### config.mk
export PLATFORM = sky130hd
export DESIGN_NAME = msel_port_selector
export DESIGN_NICKNAME = d
export VERILOG_FILES = /design/src/rtl/msel_pkg.sv /design/src/rtl/msel_ctrl.sv /design/src/rtl/msel_datapath.sv /design/src/rtl/msel_port_selector.sv
export SDC_FILE = /design/constraint.sdc
export NUM_CORES = 1
export LEC_CHECK = 0
export BUFFER_PORTS_ARGS = -buffer_cell sky130_fd_sc_hd__buf_2
export CAP_MARGIN = 20
export CORE_AREA = 10 10 47 49
export DETAILED_ROUTE_END_ITERATION = 8
export DIE_AREA = 0 0 57 59
export GPL_TIMING_DRIVEN = 0
export PLACE_DENSITY = 0.68
export SETUP_SLACK_MARGIN = 0.3
export SYNTH_ARGS = -nofsm -noshare
export SYNTH_HDL_FRONTEND = slang
export SYNTH_HIERARCHICAL = 1
export SYNTH_SLANG_ARGS = --single-unit
### constraint.sdc
create_clock -name clk -period 2.6 [get_ports clk]
set_clock_uncertainty 0.05 [all_clocks]
set_input_delay 0.26 -clock clk [delete_from_list [all_inputs] [get_ports clk]]
set_output_delay 0.26 -clock clk [all_outputs]
set_load 0.05 [all_outputs]
### src/rtl/msel_pkg.sv
package msel_pkg;
  localparam int NUM_PORTS = 3;
  localparam int PSEL_W    = 2;

  typedef enum logic [NUM_PORTS-1:0] {
    PORT_AUI = 3'b001,
    PORT_TP  = 3'b010,
    PORT_SER = 3'b100
  } port_t;

  localparam logic [PSEL_W-1:0] SEL_AUI = 2'b00;
  localparam logic [PSEL_W-1:0] SEL_TP  = 2'b01;
  localparam logic [PSEL_W-1:0] SEL_SER = 2'b10;
  localparam logic [PSEL_W-1:0] SEL_RSV = 2'b11;

  typedef struct packed {
    logic  loadPort;
    port_t nextPort;
  } msel_strobe_t;
endpackage

### src/rtl/msel_ctrl.sv
module msel_ctrl
  import msel_pkg::*;
(
  input  logic              clk,
  input  logic              hardRstN,
  input  logic              softRst,
  input  logic              stopCmd,
  input  logic              wrEn,
  input  logic              wrAutoSel,
  input  logic [PSEL_W-1:0] wrPortSel,
  input  logic              wrPolarity,
  input  logic              linkQ,
  input  logic              txBusy,
  input  port_t             activePort,
  output msel_strobe_t      strobe,
  output logic              autoSel,
  output logic [PSEL_W-1:0] portSel,
  output logic              polarity,
  output logic              cfgErr,
  output logic              linkBeatEn
);
  port_t wantPort;

  // configuration bits: only hard reset or a write change them
  always_ff @(posedge clk or negedge hardRstN) begin
    if (!hardRstN) begin
      autoSel  <= 1'b1;
      portSel  <= SEL_AUI;
      polarity <= 1'b0;
    end else if (wrEn) begin
      autoSel  <= wrAutoSel;
      portSel  <= wrPortSel;
      polarity <= wrPolarity;
    end
  end

  always_ff @(posedge clk or negedge hardRstN) begin
    if (!hardRstN)    cfgErr <= 1'b0;
    else if (softRst) cfgErr <= 1'b0;
    else if (portSel == SEL_RSV) cfgErr <= 1'b1;
  end

  always_comb begin
    wantPort = activePort;
    if (portSel == SEL_SER) begin
      wantPort = PORT_SER;
    end else if (autoSel) begin
      wantPort = linkQ ? PORT_TP : PORT_AUI;
    end else begin
      case (portSel)
        SEL_AUI: wantPort = PORT_AUI;
        SEL_TP:  wantPort = PORT_TP;
        default: wantPort = activePort;
      endcase
    end
  end

  assign strobe.loadPort = !txBusy && (wantPort != activePort);
  assign strobe.nextPort = wantPort;
  assign linkBeatEn      = autoSel | (portSel == SEL_TP);

  AST_SER_FORCED: assert property (@(posedge clk) disable iff (!hardRstN)
    (portSel == SEL_SER && !txBusy) |=> activePort == PORT_SER);
  AST_AUTO_LINK: assert property (@(posedge clk) disable iff (!hardRstN)
    (autoSel && portSel != SEL_SER && !txBusy) |=>
      activePort == ($past(linkQ) ? PORT_TP : PORT_AUI));
  AST_RSV_HOLD: assert property (@(posedge clk) disable iff (!hardRstN)
    (!autoSel && portSel == SEL_RSV) |=> $stable(activePort));
  AST_ERR_STICKY: assert property (@(posedge clk) disable iff (!hardRstN)
    (cfgErr && !softRst) |=> cfgErr);
  AST_ERR_CLEAR: assert property (@(posedge clk) disable iff (!hardRstN)
    softRst |=> !cfgErr);
  AST_STOP_KEEP: assert property (@(posedge clk) disable iff (!hardRstN)
    ((stopCmd || softRst) && !wrEn) |=>
      ($stable(autoSel) && $stable(portSel) && $stable(polarity)));
endmodule

### src/rtl/msel_datapath.sv
module msel_datapath
  import msel_pkg::*;
#(
  parameter int LINK_SYNC_STAGES = 2
) (
  input  logic         clk,
  input  logic         hardRstN,
  input  logic         linkPass,
  input  logic         txBusy,
  input  msel_strobe_t strobe,
  input  logic         polarity,
  output logic         linkQ,
  output port_t        activePort,
  output logic         xcvrCtl
);
  logic [LINK_SYNC_STAGES-1:0] linkChain;

  generate
    if (LINK_SYNC_STAGES == 1) begin : g_link1
      always_ff @(posedge clk or negedge hardRstN) begin
        if (!hardRstN) linkChain <= '0;
        else           linkChain <= linkPass;
      end
    end else begin : g_linkN
      always_ff @(posedge clk or negedge hardRstN) begin
        if (!hardRstN) linkChain <= '0;
        else           linkChain <= {linkChain[LINK_SYNC_STAGES-2:0], linkPass};
      end
    end
  endgenerate

  assign linkQ = linkChain[LINK_SYNC_STAGES-1];

  always_ff @(posedge clk or negedge hardRstN) begin
    if (!hardRstN)           activePort <= PORT_AUI;
    else if (strobe.loadPort) activePort <= strobe.nextPort;
  end

  assign xcvrCtl = (activePort != PORT_TP) ^ polarity;

  AST_TX_HOLD: assert property (@(posedge clk) disable iff (!hardRstN)
    txBusy |=> $stable(activePort));
  AST_PORT_ONEHOT: assert property (@(posedge clk) disable iff (!hardRstN)
    $onehot(activePort));
endmodule

### src/rtl/msel_port_selector.sv
module msel_port_selector
  import msel_pkg::*;
#(
  parameter int LINK_SYNC_STAGES = 2
) (
  input  logic       clk,
  input  logic       hardRstN,
  input  logic       softRst,
  input  logic       stopCmd,
  input  logic       wrEn,
  input  logic       wrAutoSel,
  input  logic [1:0] wrPortSel,
  input  logic       wrPolarity,
  input  logic       linkPass,
  input  logic       txBusy,
  output logic [2:0] activePort,
  output logic       linkBeatEn,
  output logic       xcvrCtl,
  output logic       cfgErr,
  output logic       rdAutoSel,
  output logic [1:0] rdPortSel,
  output logic       rdPolarity
);
  msel_strobe_t strobe;
  port_t        activeQ;
  logic         linkQ;
  logic         polarity;

  msel_ctrl u_ctrl (
    .clk        (clk),
    .hardRstN   (hardRstN),
    .softRst    (softRst),
    .stopCmd    (stopCmd),
    .wrEn       (wrEn),
    .wrAutoSel  (wrAutoSel),
    .wrPortSel  (wrPortSel),
    .wrPolarity (wrPolarity),
    .linkQ      (linkQ),
    .txBusy     (txBusy),
    .activePort (activeQ),
    .strobe     (strobe),
    .autoSel    (rdAutoSel),
    .portSel    (rdPortSel),
    .polarity   (polarity),
    .cfgErr     (cfgErr),
    .linkBeatEn (linkBeatEn)
  );

  msel_datapath #(.LINK_SYNC_STAGES(LINK_SYNC_STAGES)) u_dp (
    .clk        (clk),
    .hardRstN   (hardRstN),
    .linkPass   (linkPass),
    .txBusy     (txBusy),
    .strobe     (strobe),
    .polarity   (polarity),
    .linkQ      (linkQ),
    .activePort (activeQ),
    .xcvrCtl    (xcvrCtl)
  );

  assign activePort = activeQ;
  assign rdPolarity = polarity;
endmodule

==> flow_metrics.py <==
metrics = {
    "floorplan": {
        "die-width_um": 57,
        "floorplan.die_area_um2": 3360,
        "floorplan.rows": 14,
        "design.core.area_um2": 1400,
        "top_level_ports": 21,
        "die_boundary_height_um": 59,
        "start_util_pct": 39.2,
    },
    "logic_synthesis": {
        "post_synthesis_area_per_instance_um2": 9.99,
        "synth_sequential_area_ratio_pct": 46.0,
        "yosys.area_share.adder_pct": 0,
        "ffs_w_async_s_r_synth_pct": 100,
        "synth.ff_latch_count": 10,
        "synth_edf_count": 0,
        "synth_fp_nets": 66,
        "synth_xor_area_share_pct": 1.59,
        "simple_gate_area_share_of_the_yosys_netlist_pct": 16.4,
        "multiplexer_fraction_of_the_synthesized_cell_area_pct": 8.20,
        "synth_cells": 55,
        "synth-compound-area-share_pct": 21.4,
        "synthDistinctLibCells": 23,
        "synth_ff_type": "sky130_fd_sc_hd__dfrtp_1",
        "netlist_area_um2": 549,
        "synth_top_family_by_area": "compound AO/OA/AOI/OAI gates",
        "yosysWarnings": 6,
    },
    "cells_and_area": {
        "num-nets-final": 91,
        "layout.filler_cells": 149,
        "most-common-layout-cells": "20 x sky130_fd_sc_hd__buf_2, 8 x sky130_fd_sc_hd__o21ai_0, 8 x sky130_fd_sc_hd__dfrtp_1, 5 x sky130_fd_sc_hd__nand2_1, 5 x sky130_fd_sc_hd__nor2_1",
        "antenna-diode-count": 0,
        "final_common_cell": "sky130_fd_sc_hd__buf_2",
        "area_delta_synth_final_pct": 26.9,
        "multi_input_area_um2": 262,
        "final_layout_size_suffix_gt1_share_pct": 41.0,
        "post_layout_nonfiller_instances": 94,
        "final-seq-area_um2": 253,
    },
    "power_and_ir_drop": {
        "power_density_nw_per_um2": 984,
        "power.leakage_nw": 0.333,
        "peakVddDrop_uv": 461,
    },
    "hold_path": {
        "holdPathStages": 1,
        "min-delay-start": "linkPass",
        "holdCritPathClass": "input port to flip-flop",
        "hold-path-endpoint": "u_dp/linkChain[0]$_DFF_PN0_",
    },
    "grt": {
        "met2_usage_pct": 11.0,
        "pin_count_of_the_biggest_net_entering_global_routing": 11,
        "grt-ovfl-total": 0,
        "grtUsageTotal_pct": 7.35,
        "grt_pass1_vias": 475,
        "grt_first_pass_wirelength_um": 2010,
        "globalRouteMet1Util_pct": 8.09,
        "gr-max-usage-layer": "met2",
        "antenna_found_initial": 0,
        "routing_usage_on_met3_pct": 3.43,
    },
    "sta": {
        "number_of_hold_violations_in_the_final_report": 0,
        "post-route-min-period_ps": 1920,
        "rsz_0062_raised_after_global_routing": "no",
        "timing_worst_slew_pin_value_ps": 497,
        "maxSlewHeadroom_pct": 66.7,
        "fmax_mhz": 522,
        "report.final.setup_viol": 0,
        "slew_viol_final": 0,
        "finalCritPeriodShare_pct": 73.7,
        "setup_tns_ps": 0,
    },
    "critical_path": {
        "worst_setup_path_end_kind": "flip-flop",
        "critical_path.reg2reg.startpoint": "u_ctrl/autoSel$_DFFE_PN1P_",
        "worst_ep_arrival_time_ps": 2010,
        "worst-setup-path-type": "flip-flop to flip-flop",
        "setup.reg_to_reg.worst_slack_ps": 680,
        "capture_instance_of_the_worst_register_to_register_path": "u_dp/activePort[2]$_DFFE_PN0P_",
        "worstPathMaxFanout": 8,
        "timing.critical_path.cells": "nand2_1 > o21ai_0 > a211oi_1 > o32ai_1 > mux2_2",
        "cp.required_ps": 2690,
        "critPathSlowestCell": "sky130_fd_sc_hd__dfstp_2",
        "worst_path_largest_cell_delay_ps": 570,
        "worstSetupStartpointType": "flip-flop",
        "reg2reg_depth": 5,
    },
    "cts": {
        "cts_tree": "built",
        "post_cts_buffers": 0,
        "number_of_clock_sinks_seen_by_cts": 10,
        "clock_transition_at_the_registers_of_the_reported_paths_ps": 60,
        "maximum_buffer_depth_of_the_clock_tree": 2,
        "clock_insertion_delay_worst_skew_ps": 250,
        "numCtsBuffers": 3,
        "htree_levels": 1,
        "clock_tree.root_cell": "sky130_fd_sc_hd__clkbuf_4",
        "cts_repair_resize_count": 0,
    },
    "routing": {
        "detail_route.first_pass.iterations": 2,
        "vias": 461,
        "drt_wl_total_um": 1270,
        "routed_via_density": 4.90,
        "route.detailed.wl_per_inst_um": 13.5,
        "detail-route-antenna-nets": 0,
        "drc": 0,
        "initialDrtViolationCount": 4,
    },
    "placed_design": {
        "place.gp.congestion": 0.691,
        "dpl.cell_count": 90,
        "dp_hpwl_um": 997,
        "numPortBuffers": 19,
    },
    "run_status": {
        "outcome": "complete, no violations",
    },
    "flow_run": {
        "timing.max_cap.violations": 0,
    },
}
## cells by family after synthesis
kind of cell / count (synthesis)
flip-flops: 10
AND/OR/NAND/NOR: 17
AO/OA/AOI/OAI: 17
XOR/XNOR: 1
multiplexers: 4
buffers and inverters: 6
## layout make-up
cell class                 count  area share [%]
sequential                    10            36.3
inverter                       4            2.15
clock buffer                   3            3.23
multi-input combinational     39            37.5
tap                           16            2.87
timing repair buffer          20            15.1
buffer                         2            2.87
## worst max-delay path: cells and delay by family, from the launching register on
| family | cells | cell delay [ps] |
|---|---|---|
| compound gates | 3 | 670 |
| flops | 1 | 570 |
| mux | 1 | 390 |
| simple gates | 1 | 120 |
## report_power, final
| part | total [mW] | internal [mW] | switching (mW) |
|---|---|---|---|
| sequential | 0.249 | 0.195 | 0.0543 |
| combinational | 0.338 | 0.110 | 0.228 |
| clock | 0.0986 | 0.0531 | 0.0455 |
## per-layer routing
| metal | wire length [um] | vias up |
|---|---|---|
| li1 | - | 238 |
| met1 | 597 | 204 |
| met2 | 547 | 17 |
| met3 | 115 | 2 |
| met4 | 9 | 0 |
| met5 | 0 | - |
## cell usage after synthesis (2+ instances only)
master                     count  share of area [%]
sky130_fd_sc_hd__nor2_1        5                3.4
sky130_fd_sc_hd__o21ai_0       8                7.3
sky130_fd_sc_hd__mux2_2        2                4.1
sky130_fd_sc_hd__inv_1         4                2.7
sky130_fd_sc_hd__a21oi_1       4                3.6
sky130_fd_sc_hd__dfstp_2       2                9.6
sky130_fd_sc_hd__mux2_1        2                4.1
sky130_fd_sc_hd__dfrtp_1       8                 36
sky130_fd_sc_hd__nand2_1       5                3.4
sky130_fd_sc_hd__nand2b_1      2                2.3
## state kept, by name, summed over array words and instances (netlist names)
signal	flops
u_ctrl/autoSel	1
u_ctrl/cfgErr	1
u_dp/activePort	3
u_ctrl/polarity	1
u_ctrl/portSel	2
u_dp/linkChain	2
## what timing repair did
action / 4_1_cts / 5_1_grt
hold endpoints to repair: 8 / 0
setup endpoints to repair: 0 / 0
hold buffers: 1 / 0
## metrics by stage
step	setup slack [ps]	hold WS (ps)	power, mW	instance area, um^2	util, %
detailed placement	672	78.4	0.590	664	47.4
global placement	662	75.9	0.585	664	47.4
finish	684	64.7	0.685	697	49.7
global route	506	56.3	0.726	697	49.7
floorplan	332	-85.6	0.506	549	-
CTS	667	57.1	0.692	697	49.7
## worst max path at each step
stage	from	to	depth (start not counted)
after floorplan	u_ctrl/portSel[0]$_DFFE_PN0P_	linkBeatEn	3
after detailed placement	u_ctrl/portSel[1]$_DFFE_PN0P_	u_dp/activePort[2]$_DFFE_PN0P_	6
after global routing	u_ctrl/autoSel$_DFFE_PN1P_	u_dp/activePort[2]$_DFFE_PN0P_	5
after CTS	u_ctrl/portSel[1]$_DFFE_PN0P_	u_dp/activePort[2]$_DFFE_PN0P_	6
after global placement	u_ctrl/autoSel$_DFFE_PN1P_	u_dp/activePort[2]$_DFFE_PN0P_	5
final	u_ctrl/autoSel$_DFFE_PN1P_	u_dp/activePort[2]$_DFFE_PN0P_	5
Note: power is estimated with default switching activity, not from simulation.
